==> config.mk <==
export PLATFORM = sky130hd
export DESIGN_NAME = fp_panel_timing
export DESIGN_NICKNAME = d
export VERILOG_FILES = /design/src/rtl/fp_panel_pkg.sv /design/src/rtl/fp_hs_gen.sv /design/src/rtl/fp_burst_gen.sv /design/src/rtl/fp_vs_gen.sv /design/src/rtl/fp_mod_gen.sv /design/src/rtl/fp_panel_timing.sv
export SDC_FILE = /design/constraint.sdc
export NUM_CORES = 1
export LEC_CHECK = 0
export ABC_AREA = 1
export BUFFER_PORTS_ARGS = -buffer_cell sky130_fd_sc_hd__buf_4
export CELL_PAD_IN_SITES_DETAIL_PLACEMENT = 1
export CELL_PAD_IN_SITES_GLOBAL_PLACEMENT = 1
export CORE_UTILIZATION = 46
export CTS_BUF_LIST = sky130_fd_sc_hd__clkbuf_4 sky130_fd_sc_hd__clkbuf_8
export DETAILED_ROUTE_END_ITERATION = 6
export GPL_TIMING_DRIVEN = 0
export PLACE_DENSITY = 0.85
export SYNTH_ARGS = -nofsm -noshare
export SYNTH_HDL_FRONTEND = slang
export SYNTH_HIERARCHICAL = 1
export SYNTH_SLANG_ARGS = --single-unit
==> constraint.sdc <==
create_clock -name clk -period 6.1 [get_ports clk]
set_input_delay 0.61 -clock clk [delete_from_list [all_inputs] [get_ports clk]]
set_output_delay 0.61 -clock clk [all_outputs]
set_load 0.05 [all_outputs]
==> src/rtl/fp_panel_pkg.sv <==
package fp_panel_pkg;

    localparam int SKEW_W      = 7;
    localparam int HSW_W       = 2;
    localparam int VDLY_W      = 5;
    localparam int BURST_W     = 5;
    localparam int MOD_W       = 8;
    localparam int SLOW_PERIOD = 32;
    localparam int SLOW_HIGH   = 8;
    localparam int PH_W        = $clog2(2 * SLOW_PERIOD);

    typedef enum logic [1:0] {
        HS_IDLE   = 2'd0,
        HS_SKEW   = 2'd1,
        HS_ACTIVE = 2'd2
    } hs_state_e;

    typedef struct packed {
        logic hs;
        logic vs;
    } sync_pol_t;

    // last phase value of one burst period
    function automatic logic [PH_W-1:0] burst_last(input logic fast);
        return fast ? PH_W'(2 * SLOW_PERIOD - 1) : PH_W'(SLOW_PERIOD - 1);
    endfunction

    // number of high cycles at the start of a burst period
    function automatic logic [PH_W-1:0] burst_high(input logic fast);
        return fast ? PH_W'(2 * SLOW_HIGH) : PH_W'(SLOW_HIGH);
    endfunction

    function automatic sync_pol_t pick_pol(input logic own,
                                           input logic own_h, input logic own_v,
                                           input logic glb_h, input logic glb_v);
        sync_pol_t p;
        p.hs = own ? own_h : glb_h;
        p.vs = own ? own_v : glb_v;
        return p;
    endfunction

endpackage

==> src/rtl/fp_hs_gen.sv <==
module fp_hs_gen
    import fp_panel_pkg::*;
#(
    parameter int SKEW_BITS = SKEW_W,
    parameter int WID_BITS  = HSW_W
) (
    input  logic                 clk,
    input  logic                 rst,
    input  logic                 src_hs,
    input  logic [SKEW_BITS-1:0] skew,
    input  logic [WID_BITS-1:0]  wid,
    output logic                 pulse
);
    localparam int LEN_W = WID_BITS + 3;
    localparam int CNT_W = (SKEW_BITS > LEN_W) ? SKEW_BITS : LEN_W;

    hs_state_e          st;
    logic               src_q;
    logic [CNT_W-1:0]   cnt;
    logic [CNT_W-1:0]   len_m1;

    // (w+1)*8 - 1 == w*8 + 7
    assign len_m1 = CNT_W'({wid, 3'b111});

    always_ff @(posedge clk) begin
        if (rst) begin
            st    <= HS_IDLE;
            src_q <= 1'b0;
            cnt   <= '0;
        end else begin
            src_q <= src_hs;
            case (st)
                HS_IDLE: begin
                    if (src_hs && !src_q) begin
                        if (skew == '0) begin
                            st  <= HS_ACTIVE;
                            cnt <= len_m1;
                        end else begin
                            st  <= HS_SKEW;
                            cnt <= CNT_W'(skew) - CNT_W'(1);
                        end
                    end
                end
                HS_SKEW: begin
                    if (cnt == '0) begin
                        st  <= HS_ACTIVE;
                        cnt <= len_m1;
                    end else begin
                        cnt <= cnt - CNT_W'(1);
                    end
                end
                HS_ACTIVE: begin
                    if (cnt == '0) st <= HS_IDLE;
                    else           cnt <= cnt - CNT_W'(1);
                end
                default: st <= HS_IDLE;
            endcase
        end
    end

    assign pulse = (st == HS_ACTIVE);

endmodule

==> src/rtl/fp_burst_gen.sv <==
module fp_burst_gen
    import fp_panel_pkg::*;
#(
    parameter int LEN_BITS = BURST_W
) (
    input  logic                clk,
    input  logic                rst,
    input  logic                src_vde,
    input  logic [LEN_BITS-1:0] count,
    input  logic                fast,
    output logic                pulse
);
    logic                vde_q;
    logic                run;
    logic                fast_l;
    logic [PH_W-1:0]     ph;
    logic [LEN_BITS-1:0] left;

    always_ff @(posedge clk) begin
        if (rst) begin
            vde_q  <= 1'b0;
            run    <= 1'b0;
            fast_l <= 1'b0;
            ph     <= '0;
            left   <= '0;
        end else begin
            vde_q <= src_vde;
            if (!run) begin
                if (!src_vde && vde_q && count != '0) begin
                    run    <= 1'b1;
                    ph     <= '0;
                    left   <= count;
                    fast_l <= fast;
                end
            end else if (ph == burst_last(fast_l)) begin
                ph <= '0;
                if (left == LEN_BITS'(1)) run  <= 1'b0;
                else                      left <= left - LEN_BITS'(1);
            end else begin
                ph <= ph + PH_W'(1);
            end
        end
    end

    assign pulse = run && (ph < burst_high(fast_l));

endmodule

==> src/rtl/fp_vs_gen.sv <==
module fp_vs_gen
    import fp_panel_pkg::*;
#(
    parameter int DLY_BITS = VDLY_W
) (
    input  logic                clk,
    input  logic                rst,
    input  logic                src_vs,
    input  logic                line_evt,
    input  logic [DLY_BITS-1:0] delay,
    input  logic                wide,
    output logic                active
);
    localparam int LEFT_W = DLY_BITS + 1;

    logic              vs_q;
    logic              pend;
    logic [LEFT_W-1:0] left;
    logic [LEFT_W-1:0] len_m1;

    // (1 + wide + delay) events in total, minus the starting one
    assign len_m1 = LEFT_W'(delay) + LEFT_W'(wide);

    always_ff @(posedge clk) begin
        if (rst) begin
            vs_q   <= 1'b0;
            pend   <= 1'b0;
            active <= 1'b0;
            left   <= '0;
        end else begin
            vs_q <= src_vs;
            if (line_evt) begin
                if (active) begin
                    if (left == '0) active <= 1'b0;
                    else            left   <= left - LEFT_W'(1);
                end else if (pend) begin
                    active <= 1'b1;
                    left   <= len_m1;
                    pend   <= 1'b0;
                end
            end
            if (src_vs && !vs_q) pend <= 1'b1;
        end
    end

endmodule

==> src/rtl/fp_mod_gen.sv <==
module fp_mod_gen
    import fp_panel_pkg::*;
#(
    parameter int HALF_BITS = MOD_W
) (
    input  logic                 clk,
    input  logic                 rst,
    input  logic                 line_evt,
    input  logic [HALF_BITS-1:0] half,
    output logic                 mod
);
    logic [HALF_BITS-1:0] cnt;

    always_ff @(posedge clk) begin
        if (rst) begin
            cnt <= '0;
            mod <= 1'b0;
        end else if (half == '0) begin
            cnt <= '0;
            mod <= 1'b0;
        end else if (line_evt) begin
            if (cnt >= half - HALF_BITS'(1)) begin
                cnt <= '0;
                mod <= ~mod;
            end else begin
                cnt <= cnt + HALF_BITS'(1);
            end
        end
    end

endmodule

==> src/rtl/fp_panel_timing.sv <==
module fp_panel_timing
    import fp_panel_pkg::*;
#(
    parameter int SKEW_BITS  = SKEW_W,
    parameter int WID_BITS   = HSW_W,
    parameter int DLY_BITS   = VDLY_W,
    parameter int BURST_BITS = BURST_W,
    parameter int HALF_BITS  = MOD_W
) (
    input  logic                  clk,
    input  logic                  rst,
    input  logic                  src_hsync,
    input  logic                  src_vsync,
    input  logic                  src_vde,
    input  logic [SKEW_BITS-1:0]  cfg_hs_skew,
    input  logic [WID_BITS-1:0]   cfg_hs_width,
    input  logic [DLY_BITS-1:0]   cfg_vs_delay,
    input  logic                  cfg_vs_wide,
    input  logic [BURST_BITS-1:0] cfg_burst_len,
    input  logic                  cfg_burst_fast,
    input  logic [HALF_BITS-1:0]  cfg_mod_half,
    input  logic                  cfg_pol_own,
    input  logic                  cfg_hs_inv,
    input  logic                  cfg_vs_inv,
    input  logic                  glb_hs_inv,
    input  logic                  glb_vs_inv,
    output logic                  pnl_hsync,
    output logic                  pnl_vsync,
    output logic                  pnl_lclk,
    output logic                  pnl_mod
);
    logic      hs_lvl;
    logic      burst_lvl;
    logic      lclk_lvl;
    logic      lclk_d;
    logic      line_evt;
    logic      vs_lvl;
    sync_pol_t pol;

    fp_hs_gen #(.SKEW_BITS(SKEW_BITS), .WID_BITS(WID_BITS)) u_hs (
        .clk(clk), .rst(rst), .src_hs(src_hsync),
        .skew(cfg_hs_skew), .wid(cfg_hs_width), .pulse(hs_lvl)
    );

    fp_burst_gen #(.LEN_BITS(BURST_BITS)) u_burst (
        .clk(clk), .rst(rst), .src_vde(src_vde),
        .count(cfg_burst_len), .fast(cfg_burst_fast), .pulse(burst_lvl)
    );

    assign lclk_lvl = hs_lvl | burst_lvl;

    always_ff @(posedge clk) begin
        if (rst) lclk_d <= 1'b0;
        else     lclk_d <= lclk_lvl;
    end

    assign line_evt = lclk_lvl & ~lclk_d;

    fp_vs_gen #(.DLY_BITS(DLY_BITS)) u_vs (
        .clk(clk), .rst(rst), .src_vs(src_vsync), .line_evt(line_evt),
        .delay(cfg_vs_delay), .wide(cfg_vs_wide), .active(vs_lvl)
    );

    fp_mod_gen #(.HALF_BITS(HALF_BITS)) u_mod (
        .clk(clk), .rst(rst), .line_evt(line_evt),
        .half(cfg_mod_half), .mod(pnl_mod)
    );

    always_comb pol = pick_pol(cfg_pol_own, cfg_hs_inv, cfg_vs_inv, glb_hs_inv, glb_vs_inv);

    assign pnl_hsync = hs_lvl ^ pol.hs;
    assign pnl_vsync = vs_lvl ^ pol.vs;
    assign pnl_lclk  = lclk_lvl;

endmodule

==> metrics.yaml, run 1 <==
p_seq_share_pct: 28.8
clock_skew_ns: 0.0112
yosysWarnings: 6
worstPathRequired_ns: 5.49
boundaryPins: 43
drv_slew: 0
cp_max_fo: 3
clkSinkCount: 43
worst_pin_slew_ns: 0.319
synth_cells: 499
antenna_cells: 0
drive_above_1_share_pct: 19.1
dieArea_sq_um: 7580
rsz0062_at_grt: "no"
ys_seq_area_share_pct: 25.8
arrival_ns: 1.84
status: "completed"
combinationalPowerShare_pct: 50.1
synth_top_area_share_pct: 25.8
clk_pin_slew_ns: 0.08
ant_nets: 0
track_usage_pct: 23.7
coreArea_sq_um: 6910
start_util_pct: 48.2
switching_power_mw: 0.557
cts-resized-gates: 0
tritoncts: "done"
drt_iter0_drc: 85
grt_pass1_wl_mm: 14.4
slew-limit-headroom_pct: 78.7
avgViaCountPerCell: 5.00
synth.net_count: 565
setup_viol: 0
p_int_mw: 0.733
syn-cell-area_sq_um: 3330
post-route-period-util_pct: 40.2
fp.dieW_microns: 87.1
antenna_found_initial: 0
synth_top_cell_by_area: "dfxtp_1"
yosys-top-cells-area: "dfxtp_1, nand2_1, ha_1"
die_h_microns: 87.1
grt_pass1_vias: 3352
hold_path.class: "reg2reg"
drt_pass1_iterations: 4
grt_max_degree: 24
num_vias: 3226
clock_latency_ns: 0.30
fmaxAchievable_ghz: 0.408
dp_hpwl_mm: 6.57
grt_overflow: 0
post_cts.repair.setup_buffers: 0
yosys_register_bits: 43
root_buffer: "clkbuf_8"
cap_violations: 0
switching_share_pct: 43.2
clockPowerShare_pct: 21.1
hold_buffers: 0
finalHoldViolCount: 0
wl_per_cell_microns: 12.7
syn2layout_area_growth_pct: 17.2
crit_type: "reg2out"
clk_path_buf_depth: 2
power.leakage_nw: 1.87
final_cell_area_sq_um: 3900
routabilityCongestion: 0.813
syn_avg_cell_area_sq_um: 6.67
critPathLaunchType: "register"
end_kind: "output port"
setup_tns_ns: 0
period_needed_ns: 2.45
p_per_area_nw_per_um2: 331
drc: 0
htreeDepth: 2
numCtsBuffers: 5
place_area_sq_um: 3770
io_buffer_count: 42
drt_wl_total_mm: 8.19
vdd_ir_drop_max_v: 0.000173
synth.distinct_cells: 40
fp-row-count: 30
num-nets-final: 614
==> final cells by class <==
class	count	area [sq um]
well taps	96	120
repair buffers	42	315
clock inverters	2	60.1
fillers	970	3000
multi-input cells	374	2130
flip-flops and latches	43	861
plain buffers	5	52.6
clock buffers	6	76.3
inverters	77	289
==> power groups by stage <==
stage,clock network [mW],logic (mW),registers [mW]
finish,0.272,0.646,0.372
floorplan,0,0.498,0.365
CTS,0.279,0.653,0.372
global route,0.291,0.734,0.379
detailed placement,0,0.646,0.378
global placement,0,0.623,0.375
==> registers in the layout, indices dropped and copies added (netlist names), 2 cells and up <==
signal / flops
u_mod/cnt: 8
u_hs/cnt: 7
u_burst/ph: 6
u_vs/left: 6
u_burst/left: 5
u_hs/st: 2
==> cells in the final DEF (no fill, tap or decap), types with 8 or more instances in the layout <==
| cell type | netlist | final |
|---|---|---|
| nor2_1 | 61 | 61 |
| inv_1 | 69 | 69 |
| nand3_1 | 42 | 42 |
| dfxtp_1 | 43 | 43 |
| ha_1 | 27 | 27 |
| o21ai_1 | 9 | 9 |
| a21oi_1 | 25 | 25 |
| nor2_2 | 11 | 11 |
| nand4_1 | 8 | 8 |
| xnor2_1 | 9 | 9 |
| buf_4 | 0 | 42 |
| o21ai_0 | 17 | 17 |
| nand2_1 | 116 | 116 |
| inv_2 | 8 | 8 |
==> path summary, 6_finish.rpt <==
check / start / to / slack [ns] / cells after the start
worst min-delay path: u_vs/vs_q$_SDFF_PP0_ / u_vs/pend$_SDFFE_PP0P_ / 0.43 / 1
worst max-delay path: u_burst/fast_l$_SDFFE_PP0P_ / pnl_lclk / 3.65 / 6
worst min register to register: u_vs/vs_q$_SDFF_PP0_ / u_vs/pend$_SDFFE_PP0P_ / 0.43 / 1
worst max register to register: u_burst/fast_l$_SDFFE_PP0P_ / u_mod/cnt[7]$_SDFFE_PP0P_ / 3.80 / 12
==> critical path: stages, from the launching register on <==
cell       delay (ns)
dfxtp_1          0.36
inv_1            0.08
ha_1             0.30
a2111oi_1        0.39
inv_1            0.13
nand2_1          0.10
buf_4            0.20
==> per-layer routing <==
| layer | vias to the layer above | GRT usage, % | part of all wire (%) | routed length [microns] |
|---|---|---|---|---|
| met5 | - | 0 | 0 | 0 |
| met4 | 0 | 3.87 | 0.56 | 46 |
| met3 | 4 | 3.41 | 1.5 | 125 |
| met2 | 25 | 45.1 | 52 | 4230 |
| met1 | 1514 | 28.6 | 46 | 3790 |
| li1 | 1683 | - | - | - |
==> through the flow <==
| stage | instances | setup slack (ns) | total power, mW | util [%] | hold WS (ns) |
|---|---|---|---|---|---|
| after floorplan | 499 | 4.00 | 0.863 | - | 0.408 |
| after global placement | 637 | 3.73 | 0.998 | 54.5 | 0.413 |
| after detailed placement | 637 | 3.65 | 1.02 | 54.5 | 0.424 |
| after CTS | 645 | 3.60 | 1.30 | 56.5 | 0.435 |
| after global routing | 645 | 3.53 | 1.40 | 56.5 | 0.460 |
| final | 645 | 3.65 | 1.29 | 56.5 | 0.434 |
==> Yosys cell counts <==
master	n
nand2_2	7
o21bai_1	1
mux2i_1	1
xor2_1	7
a21o_1	1
or2_4	2
inv_1	69
o21ai_0	17
and3_1	1
nand2_4	3
nor2_2	11
o21a_1	1
ha_1	27
dfxtp_1	43
o21bai_4	1
a21oi_2	3
nor3_1	1
a31oi_2	1
or2_2	1
nand3b_1	2
buf_2	1
nand2_1	116
a21oi_4	1
a2111oi_1	1
o221ai_1	1
nand3_4	1
clkbuf_8	1
buf_6	3
a21oi_1	25
nand3_1	42
o22ai_1	1
nand4_1	8
nor2_1	61
nor2_8	1
nor2_4	4
o21ai_1	9
xnor2_1	9
nand3_2	4
inv_2	8
nor3_2	2
==> cell families (layout without fill, tap and decap cells) <==
group,Yosys count,after routing,synth area share [%]
flops,43,43,25.8
mux,1,1,0.301
xor+xnor,16,16,4.21
simple gates,267,267,37.9
buf+inv,82,132,10.3
fa+ha+maj,27,27,10.1
compound gates,63,63,11.3
(Power assumes the default switching activity.)
==> inputs of run 2 (changes only) <==
Settings changed: CORE_UTILIZATION 46 to 43, PLACE_DENSITY 0.85 to 0.8.
Clock period 6.1 ns to 2.36 ns, I/O delays scaled along.
==> metrics.yaml, run 2 (same netlist as run 1, synthesis figures left out) <==
antenna_found_initial: 0  # unchanged
vdd_ir_drop_max_v: 0.000339  # +96%
routabilityCongestion: 0.857  # +5.5%
arrival_ns: 2.38  # +0.54 ns
drc: 0  # unchanged
n_fill_cell: 1020  # +5.2%
r2r_start: "u_burst/fast_l$_SDFFE_PP0P_"
root_buffer: "clkbuf_8"
layout_commonest_cell: "nand2_1"
finalPower_mw: 3.28  # +150%
worstHoldStart: "src_vsync"
boundaryPins: 43  # unchanged
avgViaCountPerCell: 4.97  # -0.68%
fp-row-count: 31  # +3.3%
reg_top3: "u_mod/cnt x8, u_hs/cnt x7"
clock_skew_ns: 0.00692  # -0.00426 ns
dieArea_sq_um: 8100  # +6.8%
fmaxAchievable_ghz: 0.460
num-nets-final: 615  # +0.16%
cap_violations: 0  # unchanged
start_util_pct: 45.2  # -3.0 points
track_usage_pct: 21.1  # -2.6 points
status: "completed"
numCtsBuffers: 5  # unchanged
holdPathStages: 3  # +2
num_vias: 3224  # -0.062%
slew-limit-headroom_pct: 80.6  # +1.9 points
slowest_delay_ns: 0.35  # -0.04 ns
antenna_cells: 0  # unchanged
clock_latency_ns: 0.30  # about the same
cp_max_fo: 8  # +5
clkSinkCount: 43  # unchanged
fp.dieW_microns: 90.0  # +3.4%
cpMostUsedCell: "nand3_1"
power.leakage_nw: 1.87  # about the same
dp_hpwl_mm: 6.64  # +1.1%
critPathLaunchType: "register"
regMostFlops: "u_mod/cnt"
clk_pin_slew_ns: 0.09  # about the same
grt_overflow: 0  # unchanged
worstPathCellList: "inv_1, ha_1, a2111oi_4, inv_2, a21oi_4, buf_6, nand3_1, nor2_2, nand3_1, xor2_1, nor2_1"
setup_viol: 0  # unchanged
ant_nets: 0  # unchanged
grt_pass1_vias: 3407  # +1.6%
cp_num_buf_inv: 3  # unchanged
r2r-end: "u_mod/cnt[6]$_SDFFE_PP0P_"
worst_pin_slew_ns: 0.291  # -0.0278 ns
wl_per_cell_microns: 12.8  # +0.45%
drive_above_1_share_pct: 20.0  # +0.87 points
grt_pass1_wl_mm: 14.4  # -0.57%
hold_path.class: "in2reg"
hold_ws_ns: 0.137  # -0.297 ns
end_kind: "register"
period_needed_ns: 2.17
grt_max_degree: 24  # unchanged
rr_worst_depth: 11  # -1
worst-path-stages: 11  # +5
largest_register_ffs: 8  # unchanged
critPathTopFamily: "compound AO/OA/AOI/OAI gates"
drt_pass1_iterations: 4  # unchanged
worstPathRequired_ns: 2.56  # -2.93 ns
coreArea_sq_um: 7370  # +6.7%
post-route-period-util_pct: 92.0
tritoncts: "done"
die_h_microns: 90.0  # +3.4%
clk_path_buf_depth: 2  # unchanged
htreeDepth: 2  # unchanged
mostFrequentLayoutCells: "nand2_1, inv_1, nor2_1"
syn2layout_area_growth_pct: 17.8
slowest_stage: "dfxtp_2"
p_per_area_nw_per_um2: 835  # +150%
drt_iter0_drc: 56  # -34%
rsz0062_at_grt: "no"
drt_wl_total_mm: 8.28  # +1.1%
io_buffer_count: 42  # unchanged
crit_type: "reg2reg"
hold-path-endpoint: "u_vs/vs_q$_SDFF_PP0_"
finalHoldViolCount: 0  # unchanged
rrSetupSlack_ns: 0.19  # -3.61 ns
drv_slew: 0  # unchanged
[run 2: cell count changes in the layout (fill, tap and decap cells not counted)]
cell and change:
a2111oi_1 -1, a2111oi_4 +1, a21oi_1 -1, a21oi_4 +1, buf_4 +1, bufinv_16 -1
clkbuf_4 -1, clkbuf_8 +1, clkinv_2 +1, dfxtp_1 -1, dfxtp_2 +1, inv_1 -1
inv_2 +1
[run 2: cell type report]
cell class	instances	area, sq um	area share, %
plain buffers	5	52.6	1.34
clock buffers	6	82.6	2.10
clock inverters	2	35.0	0.893
inverters	77	289	7.36
multi-input cells	374	2160	55.0
flip-flops and latches	43	862	22.0
well taps	99	124	3.16
repair buffers	43	323	8.22
[run 2: metrics by stage]
step | cells | setup WS [ns] | instance area (sq um) | setup TNS [ns] | util, %
5_1_grt | 649 | 0.0268 | 3930 | 0 | 53.3
3_5_place_dp | 640 | -0.0170 | 3770 | -0.0207 | 51.2
3_3_place_gp | 640 | 0.0746 | 3770 | 0 | 51.2
6_report | 649 | 0.188 | 3930 | 0 | 53.3
4_1_cts | 648 | 0.0213 | 3890 | 0 | 52.8
2_1_floorplan | 499 | 0.282 | 3330 | 0 | -
[run 2: routing by layer]
layer / wire, microns / GRT usage, %
met1: 3780 / 24.5
met2: 4280 / 40.1
met3: 138 / 3.05
met4: 87 / 5.24
met5: 0 / 0
[run 2: worst max-delay path by stage]
stage | to | slack (ns) | start
floorplan | u_mod/cnt[7]$_SDFFE_PP0P_ | 0.28 | u_burst/fast_l$_SDFFE_PP0P_
global placement | u_mod/cnt[7]$_SDFFE_PP0P_ | 0.07 | u_burst/fast_l$_SDFFE_PP0P_
detailed placement | u_mod/cnt[7]$_SDFFE_PP0P_ | -0.02 | u_burst/fast_l$_SDFFE_PP0P_
CTS | u_mod/cnt[7]$_SDFFE_PP0P_ | 0.02 | u_burst/fast_l$_SDFFE_PP0P_
global route | u_mod/cnt[6]$_SDFFE_PP0P_ | 0.03 | u_burst/fast_l$_SDFFE_PP0P_
finish | u_mod/cnt[6]$_SDFFE_PP0P_ | 0.19 | u_burst/fast_l$_SDFFE_PP0P_
[run 2: report_power, final]
part           switching, mW  internal, mW
logic                   1.07         0.631
registers              0.117         0.842
clock network          0.275         0.343
total                   1.46          1.82
[run 2: what timing repair did]
action	in CTS	in global routing
hold buffers	0	0
cloned	0	0
hold endpoints to repair	0	0
endpoints found under the setup margin	2	13
gates resized for setup	1	5
buffers inserted	0	1
pin swaps	0	3
[run 2: worst reg2reg max path, stage by stage, from the launching register on]
cell,delay (ns)
dfxtp_2,0.35
inv_1,0.07
ha_1,0.33
a2111oi_4,0.31
inv_2,0.12
a21oi_4,0.19
buf_6,0.16
nand3_1,0.09
nor2_2,0.16
nand3_1,0.10
xor2_1,0.15
nor2_1,0.06
==> inputs of run 3 (changes only) <==
Clock period 2.36 ns to 2.25 ns, I/O delays scaled along.
==> metrics.yaml, run 3 (same netlist as run 1, synthesis figures left out) <==
status: "completed"
num-nets-final: 616  # +0.16%
hold_buffers: 0  # unchanged
worstHoldStart: "src_vsync"
drt_wl_total_mm: 8.33  # +0.69%
htreeDepth: 2  # unchanged
drv_slew: 0  # unchanged
n_fill_cell: 1023  # +0.29%
grt_pass1_vias: 3412  # +0.15%
fmaxAchievable_ghz: 0.469  # +1.8%
slowest_stage: "dfxtp_2"
grt_pass1_wl_mm: 14.4  # +0.34%
start_util_pct: 45.2  # unchanged
tritoncts: "done"
layout_commonest_cell: "nand2_1"
holdPathStages: 3  # unchanged
wl_per_cell_microns: 12.8  # +0.53%
drt_iter0_drc: 48  # -14%
cap_violations: 0  # unchanged
grt_overflow: 0  # unchanged
worstPathCellList: "inv_1, ha_1, a2111oi_4, inv_2, a21oi_4, buf_6, inv_2, nor2_4, nand3_2, nor2_2, xnor2_1, nor2_2"
critPathLaunchType: "register"
track_usage_pct: 21.2  # +0.090 points
worstPathRequired_ns: 2.45  # -0.11 ns
p_int_mw: 1.91  # +5.0%
rr_worst_depth: 12  # +1
clockPowerShare_pct: 18.8  # about the same
clk_pin_slew_ns: 0.09  # about the same
coreArea_sq_um: 7370  # unchanged
fp.dieW_microns: 90.0  # unchanged
r2r_start: "u_burst/fast_l$_SDFFE_PP0P_"
avgViaCountPerCell: 4.99  # +0.37%
critPathLaunch: "u_burst/fast_l$_SDFFE_PP0P_"
dieArea_sq_um: 8100  # unchanged
rrSetupSlack_ns: 0.12  # -0.07 ns
io_buffer_count: 42  # unchanged
mostFrequentLayoutCells: "nand2_1, inv_1, nor2_1"
end_kind: "register"
fp-row-count: 31  # unchanged
num_vias: 3241  # +0.53%
grt_max_degree: 24  # unchanged
syn2layout_area_growth_pct: 18.1
drive_above_1_share_pct: 20.1  # +0.15 points
utilization_pct: 53.4  # +0.10 points
clk_path_buf_depth: 2  # unchanged
dp_hpwl_mm: 6.64  # unchanged
worst_pin_slew_ns: 0.299  # +0.00772 ns
finalHoldViolCount: 0  # unchanged
final_cell_area_sq_um: 3930  # +0.19%
drt_pass1_iterations: 4  # unchanged
largest_register_ffs: 8  # unchanged
arrival_ns: 2.34  # -0.04 ns
crit_type: "reg2reg"
combinationalPowerShare_pct: 52.0  # about the same
r2r-end: "u_mod/cnt[7]$_SDFFE_PP0P_"
boundaryPins: 43  # unchanged
period_needed_ns: 2.13  # -0.0383 ns
clock_skew_ns: 0.00660  # -0.000314 ns
slew-limit-headroom_pct: 80.1  # -0.51 points
regMostFlops: "u_mod/cnt"
hold-path-endpoint: "u_vs/vs_q$_SDFF_PP0_"
p_per_area_nw_per_um2: 875  # +4.7%
clock_latency_ns: 0.30  # about the same
routabilityCongestion: 0.857  # unchanged
numCtsBuffers: 5  # unchanged
switching_share_pct: 44.6  # -0.049 points
vdd_ir_drop_max_v: 0.000353  # +4.1%
place_area_sq_um: 3770  # unchanged
hold_path.class: "in2reg"
reg_top3: "u_mod/cnt x8, u_hs/cnt x7"
cp_max_fo: 4  # -4
antenna_cells: 0  # unchanged
switching_power_mw: 1.53  # +4.8%
power.leakage_nw: 1.88  # +0.27%
ant_nets: 0  # unchanged
post-route-period-util_pct: 94.8  # +2.8 points
antenna_found_initial: 0  # unchanged
setup_viol: 0  # unchanged
drc: 0  # unchanged
clkSinkCount: 43  # unchanged
slowest_delay_ns: 0.35  # about the same
root_buffer: "clkbuf_8"
die_h_microns: 90.0  # unchanged
p_seq_share_pct: 29.2  # about the same
-- run 3: per-stage QoR --
step / TNS, ns / hold slack, ns / std cells / setup slack [ns] / power (mW)
floorplan: 0 / 0.287 / 499 / 0.172 / 2.34
global placement: -0.0605 / 0.411 / 640 / -0.0354 / 2.72
detailed placement: -0.443 / 0.423 / 640 / -0.127 / 2.78
CTS: 0 / 0.124 / 649 / 0.0212 / 3.45
global route: -0.0254 / 0.134 / 650 / -0.0254 / 3.73
finish: 0 / 0.128 / 650 / 0.116 / 3.44
-- run 3: cell type report --
| class | count | area, sq um | share of cell area [%] |
|---|---|---|---|
| tap | 99 | 124 | 3.15 |
| sequential | 43 | 862 | 21.9 |
| clock inverter | 2 | 35.0 | 0.891 |
| clock buffer | 6 | 82.6 | 2.10 |
| inverter | 77 | 289 | 7.35 |
| timing repair buffer | 44 | 330 | 8.40 |
| buffer | 5 | 52.6 | 1.34 |
| multi-input combinational | 374 | 2160 | 54.9 |
-- run 3: critical path: cells and delay by family, from the launching register on --
| family | cells | cell delay [ns] |
|---|---|---|
| AO/OA/AOI/OAI | 2 | 0.49 |
| buffers and inverters | 4 | 0.37 |
| AND/OR/NAND/NOR | 4 | 0.36 |
| flip-flops | 1 | 0.35 |
| adder cells (fa/ha/maj) | 1 | 0.33 |
| XOR/XNOR | 1 | 0.14 |
-- run 3: power by group through the flow --
| stage | logic, mW | clock network [mW] | registers (mW) |
|---|---|---|---|
| floorplan | 1.35 | 0 | 0.989 |
| global placement | 1.70 | 0 | 1.01 |
| CTS | 1.79 | 0.663 | 1.00 |
| global route | 2.02 | 0.689 | 1.02 |
| finish | 1.79 | 0.646 | 1.01 |
| detailed placement | 1.76 | 0 | 1.02 |
-- run 3: how the worst max path moves through the flow --
stage,endpoint,cells past startpoint
global placement,u_mod/cnt[7]$_SDFFE_PP0P_,12
global route,u_mod/cnt[6]$_SDFFE_PP0P_,11
CTS,u_mod/cnt[7]$_SDFFE_PP0P_,12
floorplan,u_mod/cnt[7]$_SDFFE_PP0P_,12
detailed placement,u_mod/cnt[7]$_SDFFE_PP0P_,12
finish,u_mod/cnt[7]$_SDFFE_PP0P_,12
-- run 3: per-layer routing --
layer,up-vias,track usage (%),wire [microns]
met4,0,4.97,90
met3,10,2.96,142
li1,1687,-,-
met2,26,40.6,4340
met1,1518,24.6,3760
met5,-,0,0
-- run 3: repair_timing --
action | in CTS | in global routing
setup endpoints to repair | 10 | 9
pin swaps | 1 | 4
gates resized for setup | 3 | 3
buffers inserted | 1 | 1
